[config.mk]
export PLATFORM = sky130hd
export DESIGN_NAME = branch_eval
export DESIGN_NICKNAME = d
export VERILOG_FILES = /design/src/rtl/branch_eval_pkg.sv /design/src/rtl/branch_eval_decode.sv /design/src/rtl/branch_eval_cond.sv /design/src/rtl/branch_eval_target.sv /design/src/rtl/branch_eval.sv
export SDC_FILE = /design/constraint.sdc
export NUM_CORES = 1
export LEC_CHECK = 0
export ABC_CLOCK_PERIOD_IN_PS = 800
export BUFFER_PORTS_ARGS = -buffer_cell sky130_fd_sc_hd__buf_2
export CORE_UTILIZATION = 50
export DETAILED_ROUTE_END_ITERATION = 6
export GPL_ROUTABILITY_DRIVEN = 0
export PLACE_DENSITY = 0.8
export REMOVE_ABC_BUFFERS = 1
export SLEW_MARGIN = 0
export SYNTH_ARGS = -nofsm -noshare
export SYNTH_HDL_FRONTEND = slang
export SYNTH_SLANG_ARGS = --single-unit
[constraint.sdc]
create_clock -name clk -period 0.8 [get_ports clk]
set_input_delay 0.12 -clock clk [delete_from_list [all_inputs] [get_ports clk]]
set_output_delay 0.12 -clock clk [all_outputs]
set_load 0.02 [all_outputs]
[src/rtl/branch_eval_pkg.sv]
`timescale 1ns/1ps
package branch_eval_pkg;

  typedef enum logic [2:0] {
    KIND_NONE,
    KIND_ALWAYS,
    KIND_EQ,
    KIND_NE,
    KIND_SLT,
    KIND_SGT,
    KIND_UHI,
    KIND_ULO
  } br_kind_e;

  typedef struct packed {
    logic n;
    logic z;
    logic v;
    logic c;
  } ccodes_t;

  localparam logic [7:0] OPB_ALWAYS = 8'h01;
  localparam logic [7:0] OPB_NE     = 8'h02;
  localparam logic [7:0] OPB_EQ     = 8'h03;
  localparam logic [7:0] OPB_SLT    = 8'h05;
  localparam logic [7:0] OPB_SGT    = 8'h06;
  localparam logic [7:0] OPB_UHI    = 8'h82;
  localparam logic [7:0] OPB_ULO    = 8'h87;

  function automatic br_kind_e kind_of(input logic [7:0] opb);
    unique case (opb)
      OPB_ALWAYS: kind_of = KIND_ALWAYS;
      OPB_NE:     kind_of = KIND_NE;
      OPB_EQ:     kind_of = KIND_EQ;
      OPB_SLT:    kind_of = KIND_SLT;
      OPB_SGT:    kind_of = KIND_SGT;
      OPB_UHI:    kind_of = KIND_UHI;
      OPB_ULO:    kind_of = KIND_ULO;
      default:    kind_of = KIND_NONE;
    endcase
  endfunction

  function automatic logic cond_holds(input br_kind_e k, input ccodes_t f);
    logic lt;
    lt = f.n ^ f.v;
    unique case (k)
      KIND_ALWAYS: cond_holds = 1'b1;
      KIND_EQ:     cond_holds = f.z;
      KIND_NE:     cond_holds = ~f.z;
      KIND_SLT:    cond_holds = lt;
      KIND_SGT:    cond_holds = ~(f.z | lt);
      KIND_UHI:    cond_holds = ~(f.c | f.z);
      KIND_ULO:    cond_holds = f.c;
      default:     cond_holds = 1'b0;
    endcase
  endfunction

endpackage

[src/rtl/branch_eval_decode.sv]
`timescale 1ns/1ps
module branch_eval_decode
  import branch_eval_pkg::*;
(
  input  logic [7:0] opb_i,
  output br_kind_e   kind_o,
  output logic       hit_o
);
  always_comb begin
    kind_o = kind_of(opb_i);
    hit_o  = (kind_o != KIND_NONE);
  end
endmodule

[src/rtl/branch_eval_cond.sv]
`timescale 1ns/1ps
module branch_eval_cond
  import branch_eval_pkg::*;
(
  input  br_kind_e   kind_i,
  input  logic [3:0] flags_i,
  output logic       met_o
);
  ccodes_t cc;
  always_comb begin
    cc    = ccodes_t'(flags_i);
    met_o = cond_holds(kind_i, cc);
  end
endmodule

[src/rtl/branch_eval_target.sv]
`timescale 1ns/1ps
module branch_eval_target #(
  parameter int AW = 16,
  parameter int OW = 8
) (
  input  logic [AW-1:0] seq_i,
  input  logic [OW-1:0] ofs_i,
  output logic [AW-1:0] dest_o
);
  localparam int EXT = AW - OW - 1;

  function automatic logic [AW-1:0] byte_disp(input logic [OW-1:0] ofs);
    byte_disp = {{EXT{ofs[OW-1]}}, ofs, 1'b0};
  endfunction

  always_comb dest_o = seq_i + byte_disp(ofs_i);
endmodule

[src/rtl/branch_eval.sv]
`timescale 1ns/1ps
module branch_eval
  import branch_eval_pkg::*;
#(
  parameter int AW = 16,
  parameter int OW = 8,
  parameter int FW = 4
) (
  input  logic          clk,
  input  logic          rst_n,
  input  logic [15:0]   instr_i,
  input  logic [AW-1:0] seq_pc_i,
  input  logic [FW-1:0] flags_i,
  output logic          taken_o,
  output logic          hit_o,
  output logic [AW-1:0] target_o
);
  localparam int OPB_LSB = OW;

  br_kind_e      kind_w;
  logic          hit_w;
  logic          met_w;
  logic [AW-1:0] dest_w;
  logic          taken_w;
  logic [AW-1:0] next_w;

  branch_eval_decode u_dec (
    .opb_i  (instr_i[OPB_LSB +: 8]),
    .kind_o (kind_w),
    .hit_o  (hit_w)
  );

  branch_eval_cond u_cond (
    .kind_i  (kind_w),
    .flags_i (flags_i),
    .met_o   (met_w)
  );

  branch_eval_target #(.AW(AW), .OW(OW)) u_tgt (
    .seq_i  (seq_pc_i),
    .ofs_i  (instr_i[OW-1:0]),
    .dest_o (dest_w)
  );

  always_comb begin
    taken_w = hit_w & met_w;
    next_w  = hit_w ? dest_w : seq_pc_i;
  end

  always_ff @(posedge clk or negedge rst_n) begin
    if (!rst_n) begin
      taken_o  <= 1'b0;
      hit_o    <= 1'b0;
      target_o <= '0;
    end else begin
      taken_o  <= taken_w;
      hit_o    <= hit_w;
      target_o <= next_w;
    end
  end
endmodule

==> impl_metrics.yaml, run 1 <==
floorplan:
  die_x_um: 57.7
  fp-row-count: 19
  die_h_um: 57.7
  initial_core_util: 0.544
  io_pins: 56
logic_synthesis:
  synth_edf_count: 0
  synth_cell_type_count: 50
  netlist_area_sq_um: 1550
  synth_seq_cells: 18
  synth_warnings: 0
  synth_ff_type: "dfrtp_1"
  syn_avg_cell_area_sq_um: 9.40
  ys_seq_area_frac: 0.290
  async_reset_ff_frac: 1.00
  syn_inst: 165
sta:
  grt-worst-endpoint: "target_o[13]$_DFF_PN0_/D"
  endpoint_type: "register data pin"
clock_tree:
  max-clock-path-buffers: 2
  ctsHtreeMaxLevel: 1
  clock-sinks: 18
  root_buffer: "clkbuf_4"
  cts_buffers: 3
place:
  dpl_cell_area_sq_um: 2150
  dpl.hpwl_um: 3220
  placedCellCount: 287
  portBuffers: 55
  dp_slack_ns: -1.37
outcome:
  firstError: "[ERROR DPL-0038] Utilization greater than 100%, impossible to legalize"
  status: "aborted with a tool error"
  stop_stage: "global routing"
global_routing:
  grt_max_degree: 21
[Yosys cell counts, types with 5 or more instances]
cell type	instances	area (sq um)
mux2_2	5	56.3
a21oi_1	15	75.1
mux2_1	5	56.3
a21o_1	5	37.5
dfrtp_1	18	450
ha_1	14	175
o21ai_0	7	35.0
nand2_1	9	33.8
nand3_1	7	35.0
inv_1	7	26.3
nor2_1	9	33.8
xnor2_1	8	70.1
[cells by family after synthesis]
family	after synthesis	share of synthesized area
XOR/XNOR	12	0.0677
multiplexers	12	0.0887
AND/OR/NAND/NOR	43	0.153
flip-flops	18	0.290
buffers and inverters	13	0.0403
AO/OA/AOI/OAI	52	0.234
adder cells (fa/ha/maj)	15	0.126
[stage by stage]
step | TNS [ns] | hold slack [ns]
2_1_floorplan | -17.47 | -0.176
3_3_place_gp | -15.16 | 0.0620
3_5_place_dp | -16.05 | 0.0587
4_1_cts | -12.12 | 0.0189
[what timing repair did]
action / in CTS
hold buffers: 2
cloned: 0
endpoints found under the hold margin: 19
setup endpoints to repair: 35
buffers inserted: 4
resized for setup: 87
pin swaps: 28
==> run 2: changes to the inputs <==
--- a/config.mk
+++ b/config.mk
@@ -7,10 +7,10 @@
 export LEC_CHECK = 0
 export ABC_CLOCK_PERIOD_IN_PS = 800
 export BUFFER_PORTS_ARGS = -buffer_cell sky130_fd_sc_hd__buf_2
-export CORE_UTILIZATION = 50
+export CORE_UTILIZATION = 40
 export DETAILED_ROUTE_END_ITERATION = 6
 export GPL_ROUTABILITY_DRIVEN = 0
-export PLACE_DENSITY = 0.8
+export PLACE_DENSITY_LB_ADDON = 0.15
 export REMOVE_ABC_BUFFERS = 1
 export SLEW_MARGIN = 0
 export SYNTH_ARGS = -nofsm -noshare
==> run 2 against run 1 <==
  * The flow now finishes, with violations (negative setup slack)
  * Area after synthesis did not move
  * Synthesized cell count did not move
==> impl_metrics.yaml, run 2 <==
global_routing:
  grt_first_pass_wirelength_um: 7820
  grt_pass1_vias: 1739
  grtUsageTotal: 0.244
  grt_max_degree: 19
  overflow: 0
  antenna_found_initial: 0
power_and_ir_drop:
  p_leak_nw: 1.27
  peakVddDrop_mv: 0.682
  p_sw_w: 0.00105
  powerDensity_nw_per_um2: 1180
  p_int_w: 0.00217
  p_seq_frac: 0.306
  clkPwrFrac: 0.242
  switching_share: 0.326
  combPwrFrac: 0.452
  design_power_total_w: 0.00323
cells_and_area:
  n_antenna_cell: 0
  finish.utilization: 0.742
  largest_reg_flops: 16
  reg.largest.list: "target_o x16, hit_o x1, taken_o x1"
  final_cell_mix: "buf_4 (42), buf_2 (29), buf_6 (28)"
  nNetsFinal: 324
  final_common_cell: "buf_4"
  syn_to_final_growth_pct: 76.5
  top_register: "target_o"
  drive_above_1_share: 0.567
routing:
  routed_via_density: 5.18
  met3_length_um: 125
  wl_per_cell_um: 15.3
  remaining_drc_errors: 0
  drt-total-wl_um: 4860
  drt-pass1-iter-count: 4
  num_vias: 1646
  wl_met2_um: 2690
  ant_nets: 0
  wl_met1_um: 1990
  top_layer_used: "met4"
  drt_iter0_drc: 69
logic_synthesis:
  synth_cell_type_count: 50
  synth_seq_cells: 18
  post-synth-top-area-cell: "dfrtp_1"
  synth.most_common_cell: "dfrtp_1"
  ys_seq_area_frac: 0.290
  netlist_area_sq_um: 1550
  synth_warnings: 0
  synth_edf_count: 0
  synth_ff_type: "dfrtp_1"
  synth_common_cells: "dfrtp_1 (18), a21oi_1 (15), ha_1 (14), nand2_1 (9), nor2_1 (9)"
  syn_inst: 165
  syn_avg_cell_area_sq_um: 9.40
  ys_top_cells_by_area: "dfrtp_1 (29%), ha_1 (11%), a21oi_1 (4.8%), xnor2_1 (4.5%), mux2_1 (3.6%)"
  async_reset_ff_frac: 1.00
  synth_top_cell_area_share: 0.290
sta:
  setup_viol: 35
  hold_viol_final: 0
  tightest_slew_ns: 0.454
  rsz0062_at_grt: "yes"
  max_freq_mhz: 562
  worst_slack_ns: -0.980
  period_minus_slack_ns: 1.78
  max_slew_margin: 0.694
  finalSetupTns_ns: -12.64
  maxSlewViolCount: 0
  fin_crit_sh: 2.23
clock_tree:
  clock-sinks: 18
  ctsHtreeMaxLevel: 1
  cts_tree: "done"
  clkTransAtPathRegs_ns: 0.07
  root_buffer: "clkbuf_8"
  max-clock-path-buffers: 2
  cts_buffers: 3
min_path:
  hold_path_class: "primary input to flip-flop"
floorplan:
  io_pins: 56
  die_x_um: 64.3
  initial_core_util: 0.421
  die_area_sq_um: 4130
  core_sq_um: 3690
  fp-row-count: 22
  die_h_um: 64.3
worst_setup_path:
  worstPathMaxFanout: 3
  cp-start-kind: "primary input"
  critPathKind: "primary input to flip-flop"
  end_kind: "flip-flop"
  worstPathArrival_ns: 1.93
  cp.required_ns: 0.95
place:
  portBuffers: 55
  dpl.hpwl_um: 3150
outcome:
  status: "finished with violations"
  failed_checks: "negative setup slack"
flow_run:
  drv_cap: 0
==> run 2: cell counts after synthesis <==
Identical to the previous run, type by type.
==> run 2: kinds of logic (layout without fill, tap and decap cells) <==
family | count (synthesis) | in the layout | share of synthesized area
adder cells (fa/ha/maj) | 15 | 15 | 0.126
buffers and inverters | 13 | 118 | 0.0403
AND/OR/NAND/NOR | 43 | 43 | 0.153
XOR/XNOR | 12 | 12 | 0.0677
multiplexers | 12 | 12 | 0.0887
flip-flops | 18 | 18 | 0.290
AO/OA/AOI/OAI | 52 | 52 | 0.234
==> run 2: final cells by class <==
| cell class | instances | area (sq um) |
|---|---|---|
| fill | 252 | 951 |
| clock buffer | 4 | 55.1 |
| sequential | 18 | 450 |
| timing repair buffer | 106 | 878 |
| multi-input combinational | 134 | 1260 |
| tap | 48 | 60.1 |
| inverter | 8 | 30.0 |
==> run 2: timing repair <==
item	CTS	global route
gates resized for setup	80	17
endpoints found under the hold margin	19	0
setup endpoints to repair	35	35
pin swaps	22	15
hold buffers	2	0
gates cloned	0	0
buffers inserted	10	2
==> run 2: layer usage <==
layer / global-route usage / vias to the layer above
met1: 0.274 / 785
met3: 0.0250 / 6
met4: 0.0611 / 0
li1: - / 815
met5: 0 / -
met2: 0.480 / 40
==> run 2: worst paths after layout <==
path / from / endpoint / slack (ns) / depth (start not counted)
max: seq_pc_i[1] / target_o[15] / -0.98 / 10
min: seq_pc_i[15] / target_o[15] / 0.04 / 2
max in group asynchronous: rst_n / target_o[5] / 0.18 / 2
min in group asynchronous: rst_n / target_o[4] / 0.32 / 2
==> run 2: metrics by stage <==
step,worst slack (ns),instances,instance area (sq um),hold WS [ns]
4_1_cts,-0.958,317,2660,0.0403
6_report,-0.980,318,2740,0.0414
2_1_floorplan,-1.15,160,1520,-0.176
5_1_grt,-1.05,318,2740,0.0483
3_3_place_gp,-1.30,302,2160,0.0819
3_5_place_dp,-1.39,302,2160,0.0857
==> run 2: critical path, stage by stage <==
cell       delay [ns]
buf_8            0.08
ha_4             0.13
inv_2            0.03
fa_2             0.37
nor2b_4          0.13
o211ai_1         0.17
a2111oi_2        0.47
o21ai_1          0.12
and3b_1          0.18
xor2_1           0.13
==> run 2: power groups by stage <==
stage	clock network [W]	registers [W]	logic (W)
floorplan	0	0.00106	0.000535
global placement	0	0.000990	0.00109
detailed placement	0	0.000992	0.00113
CTS	0.000805	0.000988	0.00137
global route	0.000852	0.000992	0.00158
finish	0.000781	0.000988	0.00146
No activity file was read; power rests on OpenSTA's default activity.
==> run 3: changes to the inputs <==
--- a/config.mk
+++ b/config.mk
@@ -5,6 +5,7 @@
 export SDC_FILE = /design/constraint.sdc
 export NUM_CORES = 1
 export LEC_CHECK = 0
+export ABC_AREA = 1
 export ABC_CLOCK_PERIOD_IN_PS = 800
 export BUFFER_PORTS_ARGS = -buffer_cell sky130_fd_sc_hd__buf_2
 export CORE_UTILIZATION = 40
==> constraint.sdc (replaced) <==
create_clock -name clk -period 0.8 [get_ports clk]
set_input_delay 0.12 -clock clk [delete_from_list [all_inputs] [get_ports clk]]
set_output_delay 0.12 -clock clk [all_outputs]
set_load 0.005 [all_outputs]
==> run 3 against run 2 <==
  * First-iteration DRC count increased by 14%
  * Hold slack improved by 0.043 ns
  * Clock power increased by 6.4%
  * Non-clock buffer count increased by 2
  * Final area increased by 27%
  * Via count increased by 34%
  * Area after synthesis increased by 16%
  * Sequential power decreased by 1%
  * The run still ends with negative setup slack left
==> impl_metrics.yaml, run 3 <==
worst_setup_path:
  worstPathMaxFanout: 5
  critPathKind: "primary input to flip-flop"
  worstPathArrival_ns: 1.39
  cp.required_ns: 0.97
  cp-start-kind: "primary input"
  end_kind: "flip-flop"
floorplan:
  die_x_um: 69.2
  core_sq_um: 4350
  die_area_sq_um: 4790
  fp-row-count: 24
  io_pins: 56
  initial_core_util: 0.415
  die_h_um: 69.2
place:
  dpl.hpwl_um: 3430
  dp_slack_ns: -0.789
  portBuffers: 55
  dpl_cell_area_sq_um: 2400
logic_synthesis:
  synth_cell_type_count: 28
  synth_top_cell_area_share: 0.249
  ys_top_cells_by_area: "dfrtp_1 (25%), nand2_1 (17%), inv_1 (9.8%), ha_1 (9.7%), nand3_1 (8.0%)"
  synth_edf_count: 0
  syn_avg_cell_area_sq_um: 6.79
  ys_seq_area_frac: 0.249
  netlist_area_sq_um: 1810
  synth_common_cells: "nand2_1 (81), inv_1 (47), nand3_1 (29), nor2_1 (20), dfrtp_1 (18)"
  synth.most_common_cell: "nand2_1"
  synth_ff_type: "dfrtp_1"
  synth_seq_cells: 18
  async_reset_ff_frac: 1.00
  syn_inst: 266
  synth_warnings: 0
  post-synth-top-area-cell: "dfrtp_1"
sta:
  period_minus_slack_ns: 1.22
  worst_slack_ns: -0.419
  rsz0062_at_grt: "yes"
  max_slew_margin: 0.691
  max_freq_mhz: 820
  tightest_slew_ns: 0.464
  setup_viol: 34
  hold_viol_final: 0
  maxSlewViolCount: 0
  fin_crit_sh: 1.52
cells_and_area:
  reg.largest.list: "target_o x16, hit_o x1, taken_o x1"
  nNetsFinal: 429
  drive_above_1_share: 0.656
  largest_reg_flops: 16
  syn_to_final_growth_pct: 92.7
  seq_area_sq_um: 450
  final_common_cell: "nand2_1"
  n_antenna_cell: 0
  final_cell_mix: "nand2_1 (40), buf_4 (38), buf_2 (37)"
  final.fill_count: 259
  multi_input_area_sq_um: 1780
  top_register: "target_o"
  final_cell_area_sq_um: 3480
clock_tree:
  clkTransAtPathRegs_ns: 0.08
  cts_buffers: 3
  root_buffer: "clkbuf_8"
  clock-sinks: 18
  max-clock-path-buffers: 2
  ctsHtreeMaxLevel: 1
  cts_tree: "done"
min_path:
  hold_path_class: "primary input to flip-flop"
  holdPathStages: 3
routing:
  drt-total-wl_um: 6600
  drt-pass1-iter-count: 4
  routed_via_density: 5.18
  remaining_drc_errors: 0
  ant_nets: 0
  wl_per_cell_um: 15.4
  drt_iter0_drc: 79
  num_vias: 2211
global_routing:
  grtUsageTotal: 0.234
  grt_pass1_vias: 2087
  grt_max_degree: 19
  overflow: 0
  grt_first_pass_wirelength_um: 9050
  antenna_found_initial: 0
power_and_ir_drop:
  peakVddDrop_mv: 0.642
  p_seq_frac: 0.259
  clkPwrFrac: 0.220
  p_sw_w: 0.00141
  design_power_total_w: 0.00377
  p_int_w: 0.00237
  switching_share: 0.373
  combPwrFrac: 0.521
  powerDensity_nw_per_um2: 1080
  p_leak_nw: 1.71
outcome:
  status: "finished with violations"
  failed_checks: "negative setup slack"
flow_run:
  drv_cap: 0
-- run 3: timing repair --
item	in CTS	in global routing
gates cloned	1	1
hold buffers	2	0
setup buffers	9	7
hold endpoints to repair	19	0
setup endpoints to repair	33	35
resized for setup	122	74
pin swaps	50	58
-- run 3: per-layer routing --
layer | track usage | share of wire | vias up
met3 | 0.0247 | 0.043 | 26
met2 | 0.421 | 0.54 | 83
li1 | - | - | 1058
met1 | 0.284 | 0.37 | 1044
met4 | 0.0952 | 0.048 | 0
met5 | 0 | 0 | -
-- run 3: layout make-up --
| type | instances | area share |
|---|---|---|
| Tap cell | 52 | 0.0187 |
| Clock buffer | 4 | 0.0158 |
| Timing Repair Buffer | 108 | 0.267 |
| Multi-Input combinational cell | 198 | 0.512 |
| Sequential cell | 18 | 0.129 |
| Inverter | 47 | 0.0564 |
-- run 3: final timing paths --
check / startpoint / endpoint / slack [ns]
max: seq_pc_i[3] / target_o[10] / -0.42
min: seq_pc_i[1] / target_o[1] / 0.08
max in group asynchronous: rst_n / target_o[8] / 0.16
min in group asynchronous: rst_n / target_o[10] / 0.32
-- run 3: cell families after synthesis --
group,after synthesis,share of synthesized area
compound gates,19,0.0748
xor+xnor,8,0.0388
fa+ha+maj,15,0.108
buf+inv,50,0.116
flops,18,0.249
simple gates,156,0.413
-- run 3: power by group through the flow --
stage / Combinational (W) / Clock [W] / Sequential, W
after detailed placement: 0.00114 / 0 / 0.000992
final: 0.00196 / 0.000831 / 0.000976
after CTS: 0.00162 / 0.000844 / 0.000975
after global routing: 0.00211 / 0.000895 / 0.000981
after global placement: 0.00113 / 0 / 0.000994
after floorplan: 0.000634 / 0 / 0.00100
-- run 3: metrics by stage --
step,hold slack [ns],setup TNS (ns),std cells,utilization
4_1_cts,0.0809,-4.44,421,0.721
6_report,0.0846,-5.36,427,0.800
3_3_place_gp,0.0946,-10.03,405,0.551
3_5_place_dp,0.0952,-10.32,405,0.551
2_1_floorplan,-0.176,-7.09,263,-
5_1_grt,0.0907,-6.62,427,0.800
-- run 3: critical path: stages --
cell	delay, ns
buf_8	0.10
ha_4	0.30
nand2_4	0.06
nand2_4	0.08
inv_4	0.05
buf_6	0.10
o21bai_1	0.20
nand2_1	0.13
nand3_1	0.08
nand2_1	0.06
nand3_2	0.05
nand2_1	0.05
==> run 4: changes to the inputs <==
--- a/config.mk
+++ b/config.mk
@@ -6,7 +6,7 @@
 export NUM_CORES = 1
 export LEC_CHECK = 0
 export ABC_AREA = 1
-export ABC_CLOCK_PERIOD_IN_PS = 800
+export ABC_CLOCK_PERIOD_IN_PS = 1550
 export BUFFER_PORTS_ARGS = -buffer_cell sky130_fd_sc_hd__buf_2
 export CORE_UTILIZATION = 40
 export DETAILED_ROUTE_END_ITERATION = 6
==> constraint.sdc (replaced) <==
create_clock -name clk -period 1.55 [get_ports clk]
set_input_delay 0.2325 -clock clk [delete_from_list [all_inputs] [get_ports clk]]
set_output_delay 0.2325 -clock clk [all_outputs]
set_load 0.005 [all_outputs]
==> run 4 against run 3 <==
  * Non-clock buffer count decreased by 29
  * Final area down 31%
  * Flip-flop and latch count stayed put
  * Largest power group unchanged
  * The run now ends clean
  * Final cell count fell by 6.8%
  * Largest cell class unchanged
  * Utilization is 25 points lower
  * Sequential power is 48% lower
  * Die area unchanged
  * Routed wire length down 37%
  * Via count is 16% lower
  * Critical path depth unchanged
  * Sequential share of layout area grew 5.9 points
==> impl_metrics.yaml, run 4 (synthesis gave the netlist of run 3 again) <==
outcome:
  status: "complete, no violations"
cells_and_area:
  largest_reg_flops: 16
  nNetsFinal: 400
  drive_above_1_share: 0.318
  finish.utilization: 0.548
  final_cell_mix: "nand2_1 (81), buf_2 (55), inv_1 (47)"
  n_antenna_cell: 0
  syn_to_final_growth_pct: 32.1
  reg.largest.list: "target_o x16, hit_o x1, taken_o x1"
  top_register: "target_o"
  instances_no_fill: 398
  final_cell_area_sq_um: 2390
  final_common_cell: "nand2_1"
routing:
  drt_iter0_drc: 79
  drt-pass1-iter-count: 6
  wl_per_cell_um: 10.4
  remaining_drc_errors: 0
  routed_via_density: 4.68
  ant_nets: 0
  drt-total-wl_um: 4130
  num_vias: 1864
clock_tree:
  cts_buffers: 3
  max-clock-path-buffers: 2
  root_buffer: "clkbuf_8"
  ctsHtreeMaxLevel: 1
  clock-sinks: 18
  cts_tree: "done"
  clkTransAtPathRegs_ns: 0.08
worst_setup_path:
  crit_slowest_cell: "fa_1"
  worstPathMaxFanout: 3
  critPathKind: "primary input to flip-flop"
  cp.required_ns: 1.71
  cpPeakStageDelay_ns: 0.40
  worstPathArrival_ns: 1.54
  path_cells: "buf_2 -> ha_1 -> inv_1 -> fa_1 -> inv_1 -> nand3_1 -> nand3_2 -> nand3_1 -> nand3_1 -> nand2_1 -> nand3_2 -> nand2_1"
  end_kind: "flip-flop"
  cpMostUsedCell: "nand3_1"
  cp-start-kind: "primary input"
floorplan:
  die_area_sq_um: 4790
  die_h_um: 69.2
  initial_core_util: 0.415
  fp-row-count: 24
  die_x_um: 69.2
  io_pins: 56
  core_sq_um: 4350
sta:
  hold_viol_final: 0
  hold_slack_ns: 0.0762
  setup_viol: 0
  tightest_slew_ns: 0.439
  max_freq_mhz: 727
  maxSlewViolCount: 0
  fin_crit_sh: 0.887
  period_minus_slack_ns: 1.38
  max_slew_margin: 0.708
  rsz0062_at_grt: "no"
power_and_ir_drop:
  p_int_w: 0.000982
  peakVddDrop_mv: 0.376
  p_leak_nw: 1.37
  switching_share: 0.337
  design_power_total_w: 0.00148
  combPwrFrac: 0.382
  clkPwrFrac: 0.278
  p_sw_w: 0.000499
  p_seq_frac: 0.339
  powerDensity_nw_per_um2: 621
place:
  dpl_cell_area_sq_um: 2310
  portBuffers: 55
  dpl.hpwl_um: 3380
  placedCellCount: 393
global_routing:
  grt_first_pass_wirelength_um: 7410
  grt_max_degree: 19
  grtUsageTotal: 0.190
  overflow: 0
  antenna_found_initial: 0
  grt_pass1_vias: 1755
min_path:
  hold_path_class: "primary input to flip-flop"
  hold_start: "seq_pc_i[0]"
  hold_end: "target_o[0]"
  holdPathStages: 1
flow_run:
  drv_cap: 0
==> run 4: cell count changes in the layout (fill, tap and decap cells not counted), moves of 15 or more <==
cell,delta
nand2_2,-26
buf_4,-17
buf_2,+18
buf_6,-18
nand2_1,+41
inv_1,+15
==> run 4: what timing repair did <==
item                       4_1_cts  5_1_grt
gates resized for setup          0        2
buffers inserted                 0        0
setup endpoints to repair        0        3
hold endpoints to repair        18        0
hold buffers                     1        0
==> run 4: worst max-delay path by stage <==
stage	start	end	depth (start not counted)	slack, ns
6_report	seq_pc_i[1]	target_o[13]	12	0.17
5_1_grt	instr_i[7]	target_o[15]	12	0.007
4_1_cts	seq_pc_i[1]	target_o[13]	12	0.12
3_5_place_dp	seq_pc_i[1]	target_o[13]	12	-0.15
3_3_place_gp	seq_pc_i[1]	target_o[13]	12	-0.12
2_1_floorplan	instr_i[0]	target_o[13]	11	0.03
==> run 4: layout make-up <==
cell class | count | area (sq um)
clock buffer | 4 | 55.1
multi-input combinational | 198 | 1160
sequential | 18 | 450
fill | 435 | 1970
tap | 52 | 65.1
inverter | 47 | 176
timing repair buffer | 79 | 483
==> run 4: worst max-delay path: cells and delay by family <==
family / cells / cell delay [ns]
simple gates: 7 / 0.51
buf+inv: 3 / 0.25
fa+ha+maj: 2 / 0.56
==> run 4: layer usage <==
metal,GRT usage,share of wire
met4,0.0998,0.033
met2,0.315,0.45
met5,0,0
met1,0.242,0.48
met3,0.0203,0.034
==> run 4: power groups by stage <==
stage	Clock, W	Sequential (W)	Combinational (W)
final	0.000412	0.000503	0.000566
after global routing	0.000449	0.000505	0.000645
after CTS	0.000430	0.000503	0.000569
after detailed placement	0	0.000512	0.000564
after global placement	0	0.000512	0.000557
after floorplan	0	0.000518	0.000327
==> run 4: per-stage QoR <==
step | setup TNS (ns) | setup WS (ns)
3_5_place_dp | -0.847 | -0.148
5_1_grt | 0 | 0.00736
2_1_floorplan | 0 | 0.0289
6_report | 0 | 0.175
3_3_place_gp | -0.672 | -0.118
4_1_cts | 0 | 0.124
